### config.mk
export PLATFORM = sky130hd
export DESIGN_NAME = pcm_bank_sched
export DESIGN_NICKNAME = d
export VERILOG_FILES = /design/src/rtl/pcm_bank_sched.sv
export SDC_FILE = /design/constraint.sdc
export NUM_CORES = 2
export LEC_CHECK = 0
export ABC_AREA = 0
export BUFFER_PORTS_ARGS = -buffer_cell sky130_fd_sc_hd__buf_2
export CAP_MARGIN = 5
export CELL_PAD_IN_SITES_DETAIL_PLACEMENT = 1
export CELL_PAD_IN_SITES_GLOBAL_PLACEMENT = 2
export CORE_ASPECT_RATIO = 0.9
export CORE_MARGIN = 5
export CORE_UTILIZATION = 40
export CTS_BUF_LIST = sky130_fd_sc_hd__clkbuf_2
export CTS_CLUSTER_DIAMETER = 60
export DETAILED_ROUTE_END_ITERATION = 7
export PLACE_DENSITY = 0.67
export SLEW_MARGIN = 40
export SYNTH_ARGS = -nofsm -noshare
export SYNTH_HDL_FRONTEND = slang
export SYNTH_SLANG_ARGS = --single-unit
### constraint.sdc
create_clock -name clk -period 4.68 [get_ports clk]
set_input_delay 0.468 -clock clk [delete_from_list [all_inputs] [get_ports clk]]
set_output_delay 0.468 -clock clk [all_outputs]
set_load 0.02 [all_outputs]
### src/rtl/pcm_bank_sched.sv
module pcm_bank_sched #(
  parameter int AW           = 24,
  parameter int TW           = 8,
  parameter int RQ_DEPTH     = 8,
  parameter int WQ_DEPTH     = 32,
  parameter int WQ_HWM       = 24,
  parameter int PQ_DEPTH     = 16,
  parameter int PT_ENTRIES   = 16,
  parameter int RD_LAT       = 500,
  parameter int WR_LONG_LAT  = 4000,
  parameter int WR_SHORT_LAT = 500,
  parameter int PS_LAT       = 4000,
  parameter bit CANCEL_EN    = 1'b1
) (
  input  logic          clk,
  input  logic          rst_n,
  input  logic          rd_valid,
  output logic          rd_ready,
  input  logic [AW-1:0] rd_addr,
  input  logic [TW-1:0] rd_tag,
  input  logic          wr_valid,
  output logic          wr_ready,
  input  logic [AW-1:0] wr_addr,
  input  logic [TW-1:0] wr_tag,
  input  logic          ps_valid,
  output logic          ps_ready,
  input  logic [AW-1:0] ps_addr,
  output logic [1:0]    bank_op,
  output logic          done_valid,
  output logic [1:0]    done_kind,
  output logic [TW-1:0] done_tag,
  output logic [AW-1:0] done_addr
);

  localparam int RQ_PW = (RQ_DEPTH > 1) ? $clog2(RQ_DEPTH) : 1;
  localparam int WQ_PW = (WQ_DEPTH > 1) ? $clog2(WQ_DEPTH) : 1;
  localparam int PQ_PW = (PQ_DEPTH > 1) ? $clog2(PQ_DEPTH) : 1;
  localparam int PT_PW = (PT_ENTRIES > 1) ? $clog2(PT_ENTRIES) : 1;
  localparam int RQ_CW = $clog2(RQ_DEPTH + 1);
  localparam int WQ_CW = $clog2(WQ_DEPTH + 1);
  localparam int PQ_CW = $clog2(PQ_DEPTH + 1);
  localparam int LAT_A = (RD_LAT > WR_LONG_LAT) ? RD_LAT : WR_LONG_LAT;
  localparam int LAT_B = (WR_SHORT_LAT > PS_LAT) ? WR_SHORT_LAT : PS_LAT;
  localparam int LAT_MAX = (LAT_A > LAT_B) ? LAT_A : LAT_B;
  localparam int CW = $clog2(LAT_MAX + 1);

  localparam logic [1:0] OP_IDLE = 2'd0;
  localparam logic [1:0] OP_RD   = 2'd1;
  localparam logic [1:0] OP_WR   = 2'd2;
  localparam logic [1:0] OP_PS   = 2'd3;

  logic [AW-1:0] rq_addr_m [RQ_DEPTH];
  logic [TW-1:0] rq_tag_m  [RQ_DEPTH];
  logic [AW-1:0] wq_addr_m [WQ_DEPTH];
  logic [TW-1:0] wq_tag_m  [WQ_DEPTH];
  logic [AW-1:0] pq_addr_m [PQ_DEPTH];
  logic [AW-1:0] pt_addr   [PT_ENTRIES];

  logic [RQ_PW-1:0] rq_wp, rq_rp;
  logic [WQ_PW-1:0] wq_wp, wq_rp;
  logic [PQ_PW-1:0] pq_wp, pq_rp;
  logic [RQ_CW-1:0] rq_cnt;
  logic [WQ_CW-1:0] wq_cnt;
  logic [PQ_CW-1:0] pq_cnt;

  logic [1:0]          op;
  logic [CW-1:0]       lat;
  logic                op_short;
  logic [AW-1:0]       op_addr;
  logic [TW-1:0]       op_tag;
  logic                urgent;
  logic [PT_ENTRIES-1:0] pt_v;
  logic [PT_ENTRIES-1:0] pt_match;
  logic [PT_PW-1:0]    pt_ptr;
  logic                pt_hit_head;

  logic [1:0]    nxt_op;
  logic [CW-1:0] nxt_lat;
  logic [AW-1:0] nxt_addr;
  logic [TW-1:0] nxt_tag;

  assign rd_ready = rq_cnt != RQ_CW'(RQ_DEPTH);
  assign wr_ready = wq_cnt != WQ_CW'(WQ_DEPTH);
  assign ps_ready = pq_cnt != PQ_CW'(PQ_DEPTH);
  assign bank_op  = op;

  wire rq_push = rd_valid && rd_ready;
  wire wq_push = wr_valid && wr_ready;
  wire pq_push = ps_valid && ps_ready;

  wire finish = (op != OP_IDLE) && (lat == '0);
  wire rq_pop = finish && (op == OP_RD);
  wire wq_pop = finish && (op == OP_WR);
  wire pq_pop = finish && (op == OP_PS);

  wire wq_hot = (wq_cnt == WQ_CW'(WQ_DEPTH)) ||
                (urgent && (wq_cnt >= WQ_CW'(WQ_HWM)));
  wire abort_ps  = !finish && (op == OP_PS) && (rq_cnt != '0);
  wire cancel_wr = CANCEL_EN && !finish && (op == OP_WR) && !op_short &&
                   (rq_cnt != '0) && !wq_hot;

  always_comb begin
    pt_hit_head = 1'b0;
    pt_match    = '0;
    for (int i = 0; i < PT_ENTRIES; i++) begin
      if (pt_v[i] && pt_addr[i] == wq_addr_m[wq_rp]) pt_hit_head = 1'b1;
      if (pt_v[i] && pt_addr[i] == op_addr) pt_match[i] = 1'b1;
    end
  end

  always_comb begin
    nxt_op   = OP_IDLE;
    nxt_lat  = '0;
    nxt_addr = '0;
    nxt_tag  = '0;
    if (wq_hot || (rq_cnt == '0 && wq_cnt != '0)) begin
      nxt_op   = OP_WR;
      nxt_lat  = pt_hit_head ? CW'(WR_SHORT_LAT - 1) : CW'(WR_LONG_LAT - 1);
      nxt_addr = wq_addr_m[wq_rp];
      nxt_tag  = wq_tag_m[wq_rp];
    end else if (rq_cnt != '0) begin
      nxt_op   = OP_RD;
      nxt_lat  = CW'(RD_LAT - 1);
      nxt_addr = rq_addr_m[rq_rp];
      nxt_tag  = rq_tag_m[rq_rp];
    end else if (pq_cnt != '0) begin
      nxt_op   = OP_PS;
      nxt_lat  = CW'(PS_LAT - 1);
      nxt_addr = pq_addr_m[pq_rp];
    end
  end

  always_ff @(posedge clk) begin
    if (rq_push) begin
      rq_addr_m[rq_wp] <= rd_addr;
      rq_tag_m[rq_wp]  <= rd_tag;
    end
    if (wq_push) begin
      wq_addr_m[wq_wp] <= wr_addr;
      wq_tag_m[wq_wp]  <= wr_tag;
    end
    if (pq_push) pq_addr_m[pq_wp] <= ps_addr;
    if (pq_pop && pt_match == '0) pt_addr[pt_ptr] <= op_addr;
  end

  always_ff @(posedge clk or negedge rst_n) begin
    if (!rst_n) begin
      rq_wp <= '0; rq_rp <= '0; rq_cnt <= '0;
      wq_wp <= '0; wq_rp <= '0; wq_cnt <= '0;
      pq_wp <= '0; pq_rp <= '0; pq_cnt <= '0;
    end else begin
      if (rq_push) rq_wp <= (rq_wp == RQ_PW'(RQ_DEPTH - 1)) ? '0 : rq_wp + 1'b1;
      if (rq_pop)  rq_rp <= (rq_rp == RQ_PW'(RQ_DEPTH - 1)) ? '0 : rq_rp + 1'b1;
      if (wq_push) wq_wp <= (wq_wp == WQ_PW'(WQ_DEPTH - 1)) ? '0 : wq_wp + 1'b1;
      if (wq_pop)  wq_rp <= (wq_rp == WQ_PW'(WQ_DEPTH - 1)) ? '0 : wq_rp + 1'b1;
      if (pq_push) pq_wp <= (pq_wp == PQ_PW'(PQ_DEPTH - 1)) ? '0 : pq_wp + 1'b1;
      if (pq_pop)  pq_rp <= (pq_rp == PQ_PW'(PQ_DEPTH - 1)) ? '0 : pq_rp + 1'b1;
      if (rq_push && !rq_pop) rq_cnt <= rq_cnt + 1'b1;
      else if (!rq_push && rq_pop) rq_cnt <= rq_cnt - 1'b1;
      if (wq_push && !wq_pop) wq_cnt <= wq_cnt + 1'b1;
      else if (!wq_push && wq_pop) wq_cnt <= wq_cnt - 1'b1;
      if (pq_push && !pq_pop) pq_cnt <= pq_cnt + 1'b1;
      else if (!pq_push && pq_pop) pq_cnt <= pq_cnt - 1'b1;
    end
  end

  always_ff @(posedge clk or negedge rst_n) begin
    if (!rst_n) begin
      op         <= OP_IDLE;
      lat        <= '0;
      op_short   <= 1'b0;
      op_addr    <= '0;
      op_tag     <= '0;
      urgent     <= 1'b0;
      done_valid <= 1'b0;
      done_kind  <= OP_IDLE;
      done_tag   <= '0;
      done_addr  <= '0;
      pt_v       <= '0;
      pt_ptr     <= '0;
    end else begin
      urgent     <= wq_hot;
      done_valid <= finish;
      if (finish) begin
        done_kind <= op;
        done_tag  <= op_tag;
        done_addr <= op_addr;
      end
      if (finish || abort_ps || cancel_wr) begin
        op <= OP_IDLE;
      end else if (op == OP_IDLE && nxt_op != OP_IDLE) begin
        op       <= nxt_op;
        lat      <= nxt_lat;
        op_short <= (nxt_op == OP_WR) && pt_hit_head;
        op_addr  <= nxt_addr;
        op_tag   <= nxt_tag;
      end else if (op != OP_IDLE) begin
        lat <= lat - 1'b1;
      end
      if (pq_pop && pt_match == '0) begin
        pt_v[pt_ptr] <= 1'b1;
        pt_ptr <= (pt_ptr == PT_PW'(PT_ENTRIES - 1)) ? '0 : pt_ptr + 1'b1;
      end
      if (wq_pop) pt_v <= pt_v & ~pt_match;
    end
  end

endmodule


# Word level (Yosys, flattened, before mapping)
# Memory sizes are Yosys's and may differ from the RTL's.
# Index checks and enable logic that the tools add are counted.
[word_totals]
regBits = 142
ramBits = 2048
word_cells = 255
n_memories = 6
output_inout_bits = 40
[classes]
bitwise_logic = 4
mux = 73
reduce_logical = 87
order_cmp = 3
eq_ne = 47
addsub = 14
[mem_list]
columns = ["name", "depth", "word_bits", "read_ports", "rd_ports_with_merged_regs", "write_ports", "line", "source"]
rows = [
  ["wq_addr_m", 32, 24, 1, 0, 1, "54", "logic [AW-1:0] wq_addr_m [WQ_DEPTH];"],
  ["pq_addr_m", 16, 24, 1, 0, 1, "56", "logic [AW-1:0] pq_addr_m [PQ_DEPTH];"],
  ["pt_addr", 16, 24, 16, 0, 1, "57", "logic [AW-1:0] pt_addr [PT_ENTRIES];"],
  ["wq_tag_m", 32, 8, 1, 0, 1, "55", "logic [TW-1:0] wq_tag_m [WQ_DEPTH];"],
  ["rq_addr_m", 8, 24, 1, 0, 1, "52", "logic [AW-1:0] rq_addr_m [RQ_DEPTH];"],
  ["rq_tag_m", 8, 8, 1, 0, 1, "53", "logic [TW-1:0] rq_tag_m [RQ_DEPTH];"],
]
[ops]
columns = ["op", "n"]
rows = [
  ["equality test 24 bit", 32],
  ["two-way mux 12 bit", 6],
  ["two-way mux 24 bit", 3],
  ["logical AND 1 bit", 57],
  ["two-way mux 1 bit", 41],
  ["two-way mux 16 bit", 2],
  ["two-way mux 4 bit", 5],
  ["two-way mux 5 bit", 4],
  ["adder 4 x 1 -> 4 bit, second input constant", 4],
  ["bitwise AND 16 bit", 1],
  ["zero test 16 bit", 1],
  ["two-way mux 8 bit", 2],
  ["NOT 16 bit", 1],
  ["OR 16 bit", 1],
  ["nonzero test 2 bit", 8],
  ["adder 5 x 1 -> 5 bit, second input constant", 3],
  ["equality test 4 bit, second input constant", 3],
  ["zero test 12 bit", 1],
  ["two-way mux 6 bit", 2],
  ["subtractor 12 x 1 -> 12 bit, second input constant", 1],
  ["equality test 5 bit, second input constant", 2],
  ["two-way mux 2 bit", 5],
  ["zero test 1 bit", 9],
  ["adder 3 x 1 -> 3 bit, second input constant", 2],
  ["other kinds (24)", 32],
]

# Depth between registers and ports, before layout
# An unclocked memory read counts as a cell.
[depth]
word_depth = 22
mapped_depth = 19

# Least setup slack after synthesis
# No wires, ideal clock.
[synth_path]
kind = "register to register"
startpoint = "reg lat[0]"
endpoint = "mem pt_addr[3][0] (enable)"
arrival_ns = 4.658
setup_slack_ns = -0.416
path_stages_with_launch = 13
required_ns = 4.242
path_cell_list = "dfrtp_1 -> inv_1 -> ha_1 -> nand2b_1 -> or4_1 -> or3b_1 -> nor4_2 -> nand3_1 -> a21oi_1 -> nand3_1 -> nor3b_2 -> nand2_1 -> nor3_1"
[synth_via]
elab_chain_len = 6
[synth_lines]
columns = ["item", "line", "source"]
rows = [
  ["start: declaration", "67", "logic [CW-1:0] lat;"],
  ["start signal: assignment", "193", "lat <= nxt_lat;"],
  ["start signal: assignment", "198", "lat <= lat - 1'b1;"],
  ["zero test 12 bit", "91", "wire finish = (op != OP_IDLE) && (lat == '0);"],
  ["logical AND 1 bit", "91", ""],
  ["logical AND 1 bit", "94", "wire pq_pop = finish && (op == OP_PS);"],
  ["logical AND 1 bit", "143", "if (pq_pop && pt_match == '0) pt_addr[pt_ptr] <= op_addr;"],
  ["two-way mux 1 bit", "143", ""],
  ["two-way mux 1 bit (implied by the code)", "143", ""],
  ["end: declaration", "57", ""],
]
# No other way between the ends.

# Worst setup path after layout
[layout_path]
startpoint = "reg wq_rp[1]"
endpoint = "reg lat[5]"
[layout_via]
elab_chain_len = 22
elab_cells_between_ends = 52
cone_classes = "eq/ne (16); mux (19); reduce/logical (16); memory (1)"
[layout_lines]
columns = ["item", "line", "source"]
rows = [
  ["start: declaration", "60", "logic [WQ_PW-1:0] wq_wp, wq_rp;"],
  ["start signal: assignment", "155", "if (wq_pop) wq_rp <= (wq_rp == WQ_PW'(WQ_DEPTH - 1)) ? '0 : wq_rp + 1'b1;"],
  ["memory read (32 x 24 bit) *", "--", ""],
  ["equality test 24 bit", "106", "if (pt_v[i] && pt_addr[i] == wq_addr_m[wq_rp]) pt_hit_head = 1'b1;"],
  ["logical AND 1 bit", "106", ""],
  ["two-way mux 1 bit (15 in a row)", "106", ""],
  ["two-way mux 1 bit *", "106", ""],
  ["two-way mux 12 bit *", "118", "nxt_lat = pt_hit_head ? CW'(WR_SHORT_LAT - 1) : CW'(WR_LONG_LAT - 1);"],
  ["two-way mux 12 bit *", "116", "if (wq_hot || (rq_cnt == '0 && wq_cnt != '0)) begin"],
  ["two-way mux 12 bit *", "191", "end else if (op == OP_IDLE && nxt_op != OP_IDLE) begin"],
]
# Every way passes the cells marked *; elsewhere a longest branch is shown, timed or not.
# A chain may end at the register's enable or synchronous reset.

==> results.toml <==
[run_status]
status = "completed"

[power_and_ir_drop]
p_sw_mw = 11.0
p_per_area_mw_per_mm2 = 379
p_int_mw = 29.4
seq_power_share_pct = 57.0
comb_power_share_pct = 9.1
switching_share_pct = 27.1
ir_worst_vdd_mv = 0.347
leakage_nw = 35.0
p_clk_share_pct = 34.0

[placement]
hpwl_mm = 163
portBuffers = 132
place_congestion = 0.807
dpl_cell_area_sq_mm = 0.0983
placedCellCount = 8132

[critical_path]
cp-start-kind = "register"
required_ns = 6.36
path_class = "reg -> reg"
end_kind = "register"
cp.arrival_ns = 6.29
crit_path_max_fanout = 29

[clock_network]
cts_buffers = 588
cts_root_buf = "clkbuf_2"
cts_sinks = 2190
cts-htree-levels = 6
clock_path_buffers = 4
cts.clk_slew.worst_paths_ns = 0.11
clk_latency_ns = 1.95
cts_tree = "built"

[sta]
tightest_slew_ns = 1.26
final-hold-violation-count = 0
setup_viol = 0
timing.slew.headroom_pct = 15.9
fin_crit_sh_pct = 98.7
hold_ws_ns = 0.222
fin_crit_ns = 4.62
tns_ns = 0
timing_max_transition_violations_final = 0
fin_skew_ns = 0.173
max_freq_mhz = 217

[synth]
synth.net_count = 5069
synth_top_area_share_pct = 67.8
synth_cells = 4940
ys_seq_elements = 2190
yosysWarnings = 0
ys.flop_type = "edfxtp_1"
synth_cell_types = 62
yosysSeqAreaShare_pct = 71.7
synthTopCellsByArea = "edfxtp_1 68%, mux4_2 9.0%, dfrtp_1 3.9%"
async_reset_ff_share_pct = 6.48
synth_edf_count = 2048
synth.avg_cell_area_sq_um = 18.4
yosysTopAreaCell = "edfxtp_1"
synth_area_sq_mm = 0.0907

[floorplanning]
die_h_microns = 462
die_x_microns = 512
io_pins = 133
coreArea_sq_mm = 0.225
start_util_pct = 40.3
row_count = 165
dieArea_sq_mm = 0.237

[final_layout]
final_net_count = 6124
area_growth_pct = 17.4
stdcell_area_sq_mm = 0.107
fin_cells = 9445
drive_above_1_share_pct = 30.7

[grt]
grt_pass1_wl_mm = 392
antenna_found_initial = 16
grt.overflow.total = 0
grt_usage_pct = 23.0
grt_pass1_vias = 54800
grt_max_degree = 75

[drt]
drc_errors = 0
vias = 51800
antenna_left = 0
post_drt_via_cell_ratio = 5.49
drt-pass1-iter-count = 7
initialDrtViolationCount = 4681
post_drt_wl_per_cell_microns = 29.3
wirelength_mm = 277

[run]
cap_violations = 0

[hold_path]
hold_class = "in -> async"
-- repair_timing --
item	in CTS	in global routing
cloned	0	2
hold endpoints to repair	2492	960
pin swaps	0	1
hold buffers	236	30
setup buffers	0	9
gates resized for setup	2	13
setup endpoints to repair	7	44
-- flip-flops by register name, summed over array words and instances (netlist names), 3 cells and up --
| name | flops |
|---|---|
| done_addr | 24 |
| done_tag | 8 |
| lat | 12 |
| op_addr | 24 |
| op_tag | 8 |
| pq_addr_m | 384 |
| pq_cnt | 5 |
| pq_rp | 4 |
| pq_wp | 4 |
| pt_addr | 384 |
| pt_ptr | 4 |
| pt_v | 16 |
| rq_addr_m | 192 |
| rq_cnt | 4 |
| rq_rp | 3 |
| rq_tag_m | 64 |
| rq_wp | 3 |
| wq_addr_m | 768 |
| wq_cnt | 6 |
| wq_rp | 5 |
| wq_tag_m | 256 |
| wq_wp | 5 |
-- cells in the mapped netlist, drive strengths merged (108+ instances only) --
cell,instances
nand2,108
buf,137
nor2,125
mux4,364
nand4,133
dfrtp,142
xor2,405
edfxtp,2048
clkbuf,133
a22oi,126
mux2i,273
xnor2,384
-- power groups by stage --
stage | Combinational [mW] | Sequential [mW] | Clock, mW
after floorplan | 1.79 | 23.3 | 0
after detailed placement | 3.51 | 23.4 | 0
final | 3.67 | 23.0 | 13.7
after global routing | 3.93 | 23.1 | 15.3
after CTS | 3.69 | 23.0 | 14.1
after global placement | 3.41 | 23.4 | 0
-- routing by layer --
layer,track usage (%),vias to the layer above,share of wire [%]
met3,4.99,447,6.8
met2,35.9,1917,47
met5,0,-,0.0054
li1,-,22000,-
met1,32.4,27500,44
met4,7.36,2,2.8
-- path summary, 6_finish.rpt --
path | start | end | slack, ns | cells past startpoint
worst max-delay path | wq_rp[1] | lat[5] | 0.06 | 18
worst min-delay path | rst_n | done_addr[10] | 0.22 | 5
worst max register to register | wq_rp[1] | lat[5] | 0.06 | 18
worst min register to register | op_tag[2] | done_tag[2] | 0.48 | 1
max in group asynchronous | rst_n | op_addr[23] | 3.32 | 6
min in group clk | wr_addr[7] | wq_addr_m[13][7] | 0.24 | 4
-- cells by family (layout without fill, tap and decap cells) --
group / after synthesis / after routing / synth area share (%)
AOI/OAI and AO/OA: 365 / 365 / 2.64
xor gates and xnor gates: 789 / 789 / 7.63
adders and majority gates: 36 / 36 / 0.521
buffers and inverters: 289 / 1767 / 1.46
DFF: 2190 / 2190 / 71.7
muxes: 678 / 678 / 12.7
other: 0 / 21 / 0
and+or+nand+nor: 593 / 593 / 3.37
-- through the flow --
step	setup WS, ns	power, mW	utilization [%]
2_1_floorplan	0.235	25.1	-
3_3_place_gp	-0.234	26.8	43.5
3_5_place_dp	-0.237	27.0	43.7
4_1_cts	0.0123	40.8	47.1
5_1_grt	-0.0201	42.4	47.3
6_report	0.0616	40.4	47.3
-- layout make-up --
type	instances	area, sq um
Fill cell	21600	119000
Clock inverter	155	1010
Antenna cell	21	52.6
Timing Repair Buffer	735	7120
Multi-Input combinational cell	2461	25100
Inverter	19	71.3
Tap cell	3006	3760
Clock buffer	858	4290
Sequential cell	2190	65100
-- placed cells by master, fill, tap and decap left out, types with 27 or more instances in the layout --
cell type	instances
nand3_1	27
buf_12	84
xnor2_1	384
xor2_1	403
clkinv_1	109
mux4_2	362
nand2_1	107
nor3_1	47
nor2_1	63
clkbuf_2	858
a21oi_1	102
ha_1	33
dfrtp_1	106
a22oi_1	126
nand4_1	132
nor2_4	55
edfxtp_1	2048
dfrtp_2	28
buf_4	225
nor4_1	79
o21ai_0	57
dlygate4sd3_1	233
mux2i_1	264
buf_2	161
mux2_2	41
-- worst max-delay path: stages (launching register included) --
cell and delay (ns):
dfrtp_4 0.47, buf_16 0.29, buf_16 0.24, buf_4 0.22, mux2i_1 0.09, a22oi_1 0.20, a21oi_1 0.15, nor4_4 0.56
buf_12 0.29, buf_4 0.24, xnor2_1 0.08, nand4_1 0.09, nor3_1 0.05, buf_4 0.13, a22oi_1 0.39, nand4_2 0.38
nor2_4 0.30, buf_4 0.16, o31ai_1 0.06
No activity file was read; power rests on OpenSTA's default activity.
